<file path="src/rtl/sap_pkg.sv">
package sap_pkg;
  localparam int DIV_W = 4;

  // division code -> log2 of ratio; unused codes map to divide-by-1
  function automatic logic [2:0] div_shift(input logic [2:0] sel);
    return (sel <= 3'd4) ? sel : 3'd0;
  endfunction
endpackage

</file>
<file path="src/rtl/sap_sync.sv">
module sap_sync #(
  parameter int STAGES = 2
) (
  input  logic clk_i,
  input  logic rst_ni,
  input  logic d_i,
  output logic q_o
);
  logic [STAGES-1:0] sr_q;

  always_ff @(posedge clk_i or negedge rst_ni) begin
    if (!rst_ni) sr_q <= '0;
    else         sr_q <= {sr_q[STAGES-2:0], d_i};
  end

  assign q_o = sr_q[STAGES-1];
endmodule

</file>
<file path="src/rtl/sap_bclk_gen.sv">
module sap_bclk_gen
  import sap_pkg::*;
(
  input  logic       clk_i,
  input  logic       rst_ni,
  input  logic       master_i,
  input  logic [2:0] div_sel_i,
  input  logic       ref_i,
  input  logic       sck_i,
  output logic       bclk_o,
  output logic       rise_o,
  output logic       fall_o
);
  logic             ref_d;
  logic [DIV_W-1:0] cnt_q;
  logic             bclk_q, bclk_d;
  logic [2:0]       k;
  logic             src;

  always_ff @(posedge clk_i or negedge rst_ni) begin
    if (!rst_ni) begin
      ref_d  <= 1'b0;
      cnt_q  <= '0;
      bclk_q <= 1'b0;
      bclk_d <= 1'b0;
    end else begin
      ref_d  <= ref_i;
      if (ref_i && !ref_d) cnt_q <= cnt_q + 1'b1;
      bclk_q <= master_i ? src : sck_i;
      bclk_d <= bclk_q;
    end
  end

  // counter bit k-1 has a period of 2^k reference periods
  always_comb begin
    k   = div_shift(div_sel_i);
    src = (k == 3'd0) ? ref_i : cnt_q[2'(k - 3'd1)];
  end

  assign bclk_o = bclk_q;
  assign rise_o = bclk_q & ~bclk_d;
  assign fall_o = ~bclk_q & bclk_d;
endmodule

</file>
<file path="src/rtl/sap_engine.sv">
module sap_engine #(
  parameter int WORD_W    = 8,
  parameter int CHANNELS  = 2,
  parameter int SYS_WORDS = 2
) (
  input  logic              clk_i,
  input  logic              rst_ni,
  input  logic              rise_i,
  input  logic              fall_i,
  input  logic              en_i,
  input  logic              tx_i,
  input  logic              sd_i,
  input  logic [WORD_W-1:0] tx_word_i,
  output logic              sd_o,
  output logic              ws_o,
  output logic              busy_o,
  output logic [1:0]        ch_o,
  output logic              sw_o,
  output logic              load_o,
  output logic              rx_done_o,
  output logic [WORD_W-1:0] rx_word_o
);
  localparam int              BW      = $clog2(WORD_W);
  localparam logic [1:0]      CH_LAST = 2'(CHANNELS - 1);
  localparam logic            SW_LAST = 1'(SYS_WORDS - 1);
  localparam logic [BW-1:0]   BIT_TOP = BW'(WORD_W - 1);

  logic              busy_q, sd_q, ws_q, sw_q;
  logic [1:0]        ch_q;
  logic [BW-1:0]     bit_q;
  logic [WORD_W-1:0] sh_q;
  logic word_end, frame_end, start, adv, stop, step;

  always_comb begin
    word_end  = (bit_q == '0);
    frame_end = word_end && (ch_q == CH_LAST) && (sw_q == SW_LAST);
    start     = fall_i & ~busy_q & en_i;
    adv       = fall_i & busy_q & word_end & ~(frame_end & ~en_i);
    stop      = fall_i & busy_q & frame_end & ~en_i;
    step      = fall_i & busy_q & ~word_end;
  end

  always_ff @(posedge clk_i or negedge rst_ni) begin
    if (!rst_ni) begin
      busy_q <= 1'b0;
      sd_q   <= 1'b0;
      ws_q   <= 1'b0;
      sw_q   <= 1'b0;
      ch_q   <= '0;
      bit_q  <= '0;
      sh_q   <= '0;
    end else begin
      if (start) begin
        busy_q <= 1'b1;
        ch_q   <= '0;
        sw_q   <= 1'b0;
        bit_q  <= BIT_TOP;
        ws_q   <= 1'b0;
      end
      if (adv) begin
        bit_q <= BIT_TOP;
        if (sw_q == SW_LAST) begin
          sw_q <= 1'b0;
          ch_q <= (ch_q == CH_LAST) ? 2'd0 : ch_q + 2'd1;
        end else begin
          sw_q <= 1'b1;
        end
      end
      if (start || adv) begin
        sd_q <= tx_i & tx_word_i[WORD_W-1];
        if (tx_i) sh_q <= {tx_word_i[WORD_W-2:0], 1'b0};
      end
      if (step) begin
        bit_q <= bit_q - 1'b1;
        if (tx_i) begin
          sd_q <= sh_q[WORD_W-1];
          sh_q <= {sh_q[WORD_W-2:0], 1'b0};
        end
        // last bit of a slot: word select leads the next slot by one bit
        if (bit_q == BW'(1) && sw_q == SW_LAST) ws_q <= ~ws_q;
      end
      if (stop) begin
        busy_q <= 1'b0;
        ch_q   <= '0;
        sw_q   <= 1'b0;
        bit_q  <= '0;
        sd_q   <= 1'b0;
        ws_q   <= 1'b0;
      end
      if (rise_i && busy_q && !tx_i) sh_q <= {sh_q[WORD_W-2:0], sd_i};
    end
  end

  assign load_o    = start | adv;
  assign rx_done_o = rise_i & busy_q & ~tx_i & word_end;
  assign rx_word_o = {sh_q[WORD_W-2:0], sd_i};
  assign sd_o      = sd_q;
  assign ws_o      = ws_q;
  assign busy_o    = busy_q;
  assign ch_o      = ch_q;
  assign sw_o      = sw_q;
endmodule

</file>
<file path="src/rtl/serial_audio_port.sv">
module serial_audio_port #(
  parameter int WORD_W      = 8,
  parameter int CHANNELS    = 2,
  parameter int SYS_WORDS   = 2,
  parameter int SYNC_STAGES = 2
) (
  input  logic              clk_i,
  input  logic              rst_ni,
  input  logic              en_i,
  input  logic              dmen_i,
  input  logic              tx_i,
  input  logic              sck_dir_i,
  input  logic [2:0]        div_sel_i,
  input  logic              ref_clk_i,
  input  logic              sck_i,
  output logic              sck_o,
  output logic              ws_o,
  input  logic              sd_i,
  output logic              sd_o,
  input  logic              wr_i,
  input  logic [WORD_W-1:0] wdata_i,
  input  logic              rd_i,
  output logic [WORD_W-1:0] rdata_o,
  output logic              full_o,
  output logic [1:0]        chan_o,
  output logic              swno_o,
  output logic              udf_o,
  output logic              ovf_o,
  input  logic              udf_clr_i,
  input  logic              ovf_clr_i,
  output logic              dreq_o,
  output logic              irq_o
);
  logic ref_s, sck_s, rise, fall, busy, load, rx_done;
  logic [WORD_W-1:0] rx_word, dreg_q;
  logic full_q, udf_q, ovf_q;

  sap_sync #(.STAGES(SYNC_STAGES)) u_ref_sync (
    .clk_i(clk_i), .rst_ni(rst_ni), .d_i(ref_clk_i), .q_o(ref_s));
  sap_sync #(.STAGES(SYNC_STAGES)) u_sck_sync (
    .clk_i(clk_i), .rst_ni(rst_ni), .d_i(sck_i), .q_o(sck_s));

  sap_bclk_gen u_bclk (
    .clk_i(clk_i), .rst_ni(rst_ni), .master_i(sck_dir_i), .div_sel_i(div_sel_i),
    .ref_i(ref_s), .sck_i(sck_s), .bclk_o(sck_o), .rise_o(rise), .fall_o(fall));

  sap_engine #(.WORD_W(WORD_W), .CHANNELS(CHANNELS), .SYS_WORDS(SYS_WORDS)) u_eng (
    .clk_i(clk_i), .rst_ni(rst_ni), .rise_i(rise), .fall_i(fall), .en_i(en_i),
    .tx_i(tx_i), .sd_i(sd_i), .tx_word_i(dreg_q), .sd_o(sd_o), .ws_o(ws_o),
    .busy_o(busy), .ch_o(chan_o), .sw_o(swno_o), .load_o(load),
    .rx_done_o(rx_done), .rx_word_o(rx_word));

  // clears first, then sets, so a same-cycle event wins
  always_ff @(posedge clk_i or negedge rst_ni) begin
    if (!rst_ni) begin
      dreg_q <= '0;
      full_q <= 1'b0;
      udf_q  <= 1'b0;
      ovf_q  <= 1'b0;
    end else begin
      if (udf_clr_i) udf_q <= 1'b0;
      if (ovf_clr_i) ovf_q <= 1'b0;
      if (load && tx_i) begin
        full_q <= 1'b0;
        if (!full_q) udf_q <= 1'b1;
      end
      if (rd_i && !tx_i) full_q <= 1'b0;
      if (rx_done) begin
        dreg_q <= rx_word;
        full_q <= 1'b1;
        if (full_q && !rd_i) ovf_q <= 1'b1;
      end
      if (wr_i && tx_i) begin
        dreg_q <= wdata_i;
        full_q <= 1'b1;
      end
    end
  end

  assign rdata_o = dreg_q;
  assign full_o  = full_q;
  assign udf_o   = udf_q;
  assign ovf_o   = ovf_q;
  assign irq_o   = udf_q | ovf_q;
  assign dreq_o  = dmen_i & en_i & (tx_i ? ~full_q : full_q);
endmodule

</file>
<file path="config.mk">
export PLATFORM = sky130hd
export DESIGN_NAME = serial_audio_port
export DESIGN_NICKNAME = d
export VERILOG_FILES = /design/src/rtl/sap_pkg.sv /design/src/rtl/sap_sync.sv /design/src/rtl/sap_bclk_gen.sv /design/src/rtl/sap_engine.sv /design/src/rtl/serial_audio_port.sv
export SDC_FILE = /design/constraint.sdc
export NUM_CORES = 1
export LEC_CHECK = 0
export BUFFER_PORTS_ARGS = -buffer_cell sky130_fd_sc_hd__clkbuf_2
export CAP_MARGIN = 20
export CORE_UTILIZATION = 37
export CTS_CLUSTER_DIAMETER = 40
export DETAILED_ROUTE_END_ITERATION = 8
export GPL_TIMING_DRIVEN = 1
export HOLD_SLACK_MARGIN = 0.06
export SLEW_MARGIN = 20
export SYNTH_ARGS = -nofsm -noshare
export SYNTH_HDL_FRONTEND = slang
export SYNTH_SLANG_ARGS = --single-unit
</file>
<file path="constraint.sdc">
create_clock -name clk_i -period 2.5 [get_ports clk_i]
set_input_delay 0.75 -clock clk_i [delete_from_list [all_inputs] [get_ports clk_i]]
set_output_delay 0.75 -clock clk_i [all_outputs]
set_load 0.03 [all_outputs]
</file>
==> results.cfg, run 1 <==
[outcome]
status = completed

[synthesis]
synth_xor_area_frac = 0.0184
yosys.area_share.adder = 0.0329
ys_ff_latch = 39
synth-edff-count = 0
synth_top_area_frac = 0.513
synth_compound_area_frac = 0.208
ys_types = 49
avgSynthCellArea_um2 = 10.9
syn_inst = 175
async_flop_share = 1.00
yosysSeqAreaShare = 0.513
ys_top_cells_by_area = dfrtp_1, a21oi_1, ha_1
synthMuxAreaShare = 0.0335
synthSimpleGateAreaFrac = 0.143
synth.cell_area_um2 = 1900
synth_top_cell_by_area = dfrtp_1
yosysWarnings = 0
synth_top_family_by_area = compound AO/OA/AOI/OAI gates
synthFlopType = dfrtp_1
synth_nets = 204

[cts]
cts_inserted_buffers = 5
post_cts_buffers = 0
cts_resized = 0
root_buffer = clkbuf_8
clk_path_buf_depth = 2
clock_sinks = 39
insertion_delay_ns = 0.29
cts_tree = yes
holdBufCountCts = 0
htreeDepth = 2
clk_pin_slew_worst_paths_ns = 0.07

[timing]
postLayoutSetupSlackWorst_ns = 0.321
min_period_ns = 2.18
rsz0062_at_grt = no
fin_hold_ws_ns = 0.351
fin_skew_ns = 0.00913
setup_viol = 0
fin_crit_sh = 0.872
worst_pin_slew_ns = 0.522
setup_tns_ns = 0
slew_headroom = 0.652
final_hold_viol_count = 0
slew_viol_final = 0
fmax_ghz = 0.459

[setup_path]
critPathKind = input port to output port
ff2ff_path_depth = 6
slowest_delay_ns = 0.20
crit_top_cell = clkbuf_2
critical_path_required_ns = 1.75
crit_slowest_cell = clkbuf_2
crit_fanout = 6
end_kind = output port
path_cells = clkbuf_2, xor2_1, and3_1, clkbuf_2
arrival_ns = 1.43
start_kind = input port

[pwr]
p_leak_nw = 1.12
pwr-share-clk = 0.266
sw_frac_of_total = 0.342
vdd_drop_max_v = 0.000413
p_int_mw = 1.53
power_switching_mw = 0.796
power_mw = 2.32
p_seq_frac = 0.432
power.density_nw_per_um2 = 990
combPwrFrac = 0.302

[placement]
gp_congestion = 0.782
placed_cells = 283
dpl_worst_slack_ns = 0.312
port_buffers = 42
placed_area_um2 = 2220
hpwl_um = 3170

[final_layout]
fin_util = 0.484
stdcell_count = 291
num-fill-cells = 455
syn2layout_area_growth_pct = 23.4
stdcell_area_um2 = 2350
fin_nets = 252
insertedDiodeCount = 0
layout-drive-gt1-share = 0.286

[grt]
grt_pass1_vias = 1459
antenna_found_initial = 0
grt_use_total = 0.174
grt_pass1_wl_um = 7070
grt-ovfl-total = 0
use_met2 = 0.267
grt-busiest-layer = met2
grt_max_degree = 22
grt_use_met3 = 0.0521
met1_usage = 0.242

[floorplan]
num_io_pins = 43
die_h_um = 73.7
rows = 25
initial_utilization = 0.393
core-area_um2 = 4850
dieArea_um2 = 5430
die-width_um = 73.7

[min_path]
hold_depth = 0
min_path_type = flip-flop to flip-flop

[job]
cap_violations = 0

[routing]
drc_errors = 0
dr.pass1.iters = 4
vias_per_cell = 5.24
vias = 1526
wl_per_cell_um = 14.7
drt_iter0_markers = 66
drt_wl_total_um = 4290
ant_nets = 0
cells in the final DEF, fill, tap and decap left out, drive strengths merged, types with 2 or more instances in the layout:
cell type	count
a31oi	5
nor2	6
a21oi	14
dfrtp	39
o21ai	3
nand2	12
and2	5
ha	5
o31ai	2
buf	6
nand2b	4
bufinv	2
a221o	4
o22ai	9
mux2i	3
a211oi	2
xnor2	2
o32ai	3
nor2b	2
nand3	3
inv	16
clkbuf	48
a22oi	2
and4bb	2
xor2	2
a221oi	2
nand4bb	3
cell families after synthesis:
logic type | count (synthesis)
AO/OA/AOI/OAI | 54
buffers and inverters | 23
AND/OR/NAND/NOR | 45
flip-flops | 39
multiplexers | 5
adder cells (fa/ha/maj) | 5
XOR/XNOR | 4
power by group through the flow:
stage / sequential [mW] / clock, mW / combinational [mW]
after CTS: 0.999 / 0.633 / 0.708
after global routing: 1.03 / 0.660 / 0.780
after global placement: 1.01 / 0 / 0.687
final: 1.00 / 0.618 / 0.703
after floorplan: 1.07 / 0 / 0.419
after detailed placement: 1.01 / 0 / 0.706
cells in the mapped netlist (all sizes together) (3+ instances only):
cell / instances
nor2: 6
a221o: 4
ha: 5
inv: 16
nand3: 3
o22ai: 9
and2: 5
dfrtp: 39
buf: 5
o21ai: 3
a31oi: 5
nand4bb: 3
nand2b: 4
o32ai: 3
mux2i: 3
nand2: 12
a21oi: 14
layer usage:
metal  part of all wire  wire length, um
met1               0.50             2150
met2               0.45             1920
met3              0.043              185
met4             0.0086               37
met5                  0                0
final timing paths:
check	start	slack, ns	to
hold / removal	u_ref_sync.sr_q[0]	0.35	u_ref_sync.sr_q[1]
setup / recovery	tx_i	0.32	dreq_o
setup reg to reg	u_eng.bit_q[0]	0.37	u_eng.sh_q[5]
hold reg to reg	u_ref_sync.sr_q[0]	0.35	u_ref_sync.sr_q[1]
max in group asynchronous	rst_ni	1.59	full_o
min in group asynchronous	rst_ni	0.42	u_bclk.cnt_q[2]
worst max-delay path: cells and delay by family:
| kind | cells | cell delay (ns) |
|---|---|---|
| xor+xnor | 1 | 0.14 |
| buf+inv | 2 | 0.35 |
| simple gates | 1 | 0.18 |
area by class of cell:
class,count,area (um^2),share of cell area
Inverter,16,60.1,0.0256
Multi-Input combinational cell,113,828,0.353
Sequential cell,39,976,0.416
Clock buffer,6,72.6,0.0309
Timing Repair Buffer,48,268,0.114
Clock inverter,2,60.1,0.0256
Tap cell,67,83.8,0.0357
No activity file was read; power rests on OpenSTA's default activity.
==> run 2: changes to the inputs <==
--- a/config.mk
+++ b/config.mk
@@ -7,11 +7,14 @@
 export LEC_CHECK = 0
 export BUFFER_PORTS_ARGS = -buffer_cell sky130_fd_sc_hd__clkbuf_2
 export CAP_MARGIN = 20
-export CORE_UTILIZATION = 37
+export CELL_PAD_IN_SITES_DETAIL_PLACEMENT = 0
+export CELL_PAD_IN_SITES_GLOBAL_PLACEMENT = 2
+export CORE_UTILIZATION = 34
 export CTS_CLUSTER_DIAMETER = 40
 export DETAILED_ROUTE_END_ITERATION = 8
 export GPL_TIMING_DRIVEN = 1
 export HOLD_SLACK_MARGIN = 0.06
+export PLACE_DENSITY_LB_ADDON = 0.1
 export SLEW_MARGIN = 20
 export SYNTH_ARGS = -nofsm -noshare
 export SYNTH_HDL_FRONTEND = slang
==> run 2 against run 1 <==
  * Clock skew is 0.0032 ns lower
  * Critical path depth stayed put
  * Sequential power hardly changed
  * Hold slack hardly changed
  * First-iteration DRC count is 4.5% higher
  * Cell count is 1.0% higher
  * Cell area is 0.69% lower
  * Critical path type unchanged
  * Critical endpoint unchanged
  * Highest routed layer unchanged
==> results.cfg, run 2 (same netlist as run 1, synthesis figures left out) <==
[floorplan]
die-width_um = 76.8
rows = 26
dieArea_um2 = 5900
num_io_pins = 43
core-area_um2 = 5240
initial_utilization = 0.363
die_h_um = 76.8

[timing]
setup_viol = 0
min_period_ns = 2.18
slew_viol_final = 0
final_hold_viol_count = 0
slew_headroom = 0.635
rsz0062_at_grt = no
fmax_ghz = 0.460
setup_tns_ns = 0
postLayoutSetupSlackWorst_ns = 0.324
fin_crit_sh = 0.870
worst_pin_slew_ns = 0.548
fin_skew_ns = 0.00591

[outcome]
status = completed

[setup_path]
end_kind = output port
critical_path_required_ns = 1.75
slowest_delay_ns = 0.18
start_kind = input port
crit_fanout = 6
critPathKind = input port to output port
crit_slowest_cell = xor2_1
crit_top_cell = clkbuf_2
path_cells = clkbuf_2, xor2_1, and3_1, clkbuf_2
arrival_ns = 1.43

[grt]
grt_pass1_wl_um = 7520
antenna_found_initial = 0
grt_max_degree = 22
grt_use_total = 0.166
grt-ovfl-total = 0
grt_pass1_vias = 1483

[placement]
dpl_worst_slack_ns = 0.325
gp_congestion = 0.743
port_buffers = 42
hpwl_um = 3330

[cts]
htreeDepth = 2
post_cts_buffers = 0
insertion_delay_ns = 0.29
holdBufCountCts = 0
clock_sinks = 39
cts_tree = yes
clk_path_buf_depth = 2
cts_inserted_buffers = 5
clk_pin_slew_worst_paths_ns = 0.08
cts_resized = 0
root_buffer = clkbuf_8

[pwr]
power_mw = 2.23
power.density_nw_per_um2 = 957
vdd_drop_max_v = 0.000350
p_leak_nw = 1.11

[final_layout]
layout-drive-gt1-share = 0.290
insertedDiodeCount = 0
layout_common_cells = clkbuf_2, dfrtp_1, inv_1, a21oi_1, nand2_1
fin_nets = 252
syn2layout_area_growth_pct = 22.6
layout_commonest_cell = clkbuf_2

[routing]
wl_met1_um = 2150
wl_met2_um = 2130
vias_per_cell = 5.16
wl_met3_um = 181
drt_wl_total_um = 4490
vias = 1516
drc_errors = 0
drt_iter0_markers = 69
dr.pass1.iters = 4
top_layer = met4
ant_nets = 0
wl_per_cell_um = 15.3

[min_path]
min_path_type = flip-flop to flip-flop

[job]
cap_violations = 0
-- run 2: cell count changes in the layout (fill, tap and decap cells not counted), sizes merged --
cell	change
bufinv	-1
clkbuf	-1
clkinv	+2
-- run 2: stage by stage --
stage	hold WS (ns)	instance area (um^2)	cells	utilization
floorplan	0.331	1900	175	-
global route	0.378	2330	294	0.445
finish	0.351	2330	294	0.445
CTS	0.354	2330	294	0.445
global placement	0.335	2220	286	0.424
detailed placement	0.336	2220	286	0.424
-- run 2: final timing paths --
| path | from | end | slack, ns | cells after the start |
|---|---|---|---|---|
| worst min register to register | u_ref_sync.sr_q[0] | u_ref_sync.sr_q[1] | 0.35 | 0 |
| min in group asynchronous | rst_ni | u_bclk.cnt_q[3] | 0.43 | 1 |
| worst max-delay path | tx_i | dreq_o | 0.32 | 4 |
| max in group asynchronous | rst_ni | u_ref_sync.sr_q[0] | 1.56 | 2 |
| worst max register to register | u_eng.bit_q[0] | flip-flop | 0.53 | 7 |
| worst min-delay path | u_ref_sync.sr_q[0] | u_ref_sync.sr_q[1] | 0.35 | 0 |
-- run 2: worst max-delay path, delay by kind of cell --
| family | cells | cell delay, ns |
|---|---|---|
| xor gates and xnor gates | 1 | 0.18 |
| buffers and inverters | 2 | 0.32 |
| and+or+nand+nor | 1 | 0.18 |
-- run 2: power by group --
group	internal [mW]	switching [mW]
Sequential	0.816	0.185
Clock	0.297	0.228
Combinational	0.312	0.393
Total	1.43	0.806
-- run 2: layout make-up --
class | count | area, um^2
fill | 514 | 2910
tap | 70 | 87.6
inverter | 16 | 60.1
clock buffer | 5 | 68.8
clock inverter | 3 | 43.8
multi-input combinational | 113 | 828
timing repair buffer | 48 | 268
sequential | 39 | 976
-- run 2: routing by layer --
metal | up-vias | track usage
met5 | - | 0
met4 | 0 | 0.0519
met1 | 736 | 0.225
met3 | 2 | 0.0500
met2 | 37 | 0.251
li1 | 741 | -
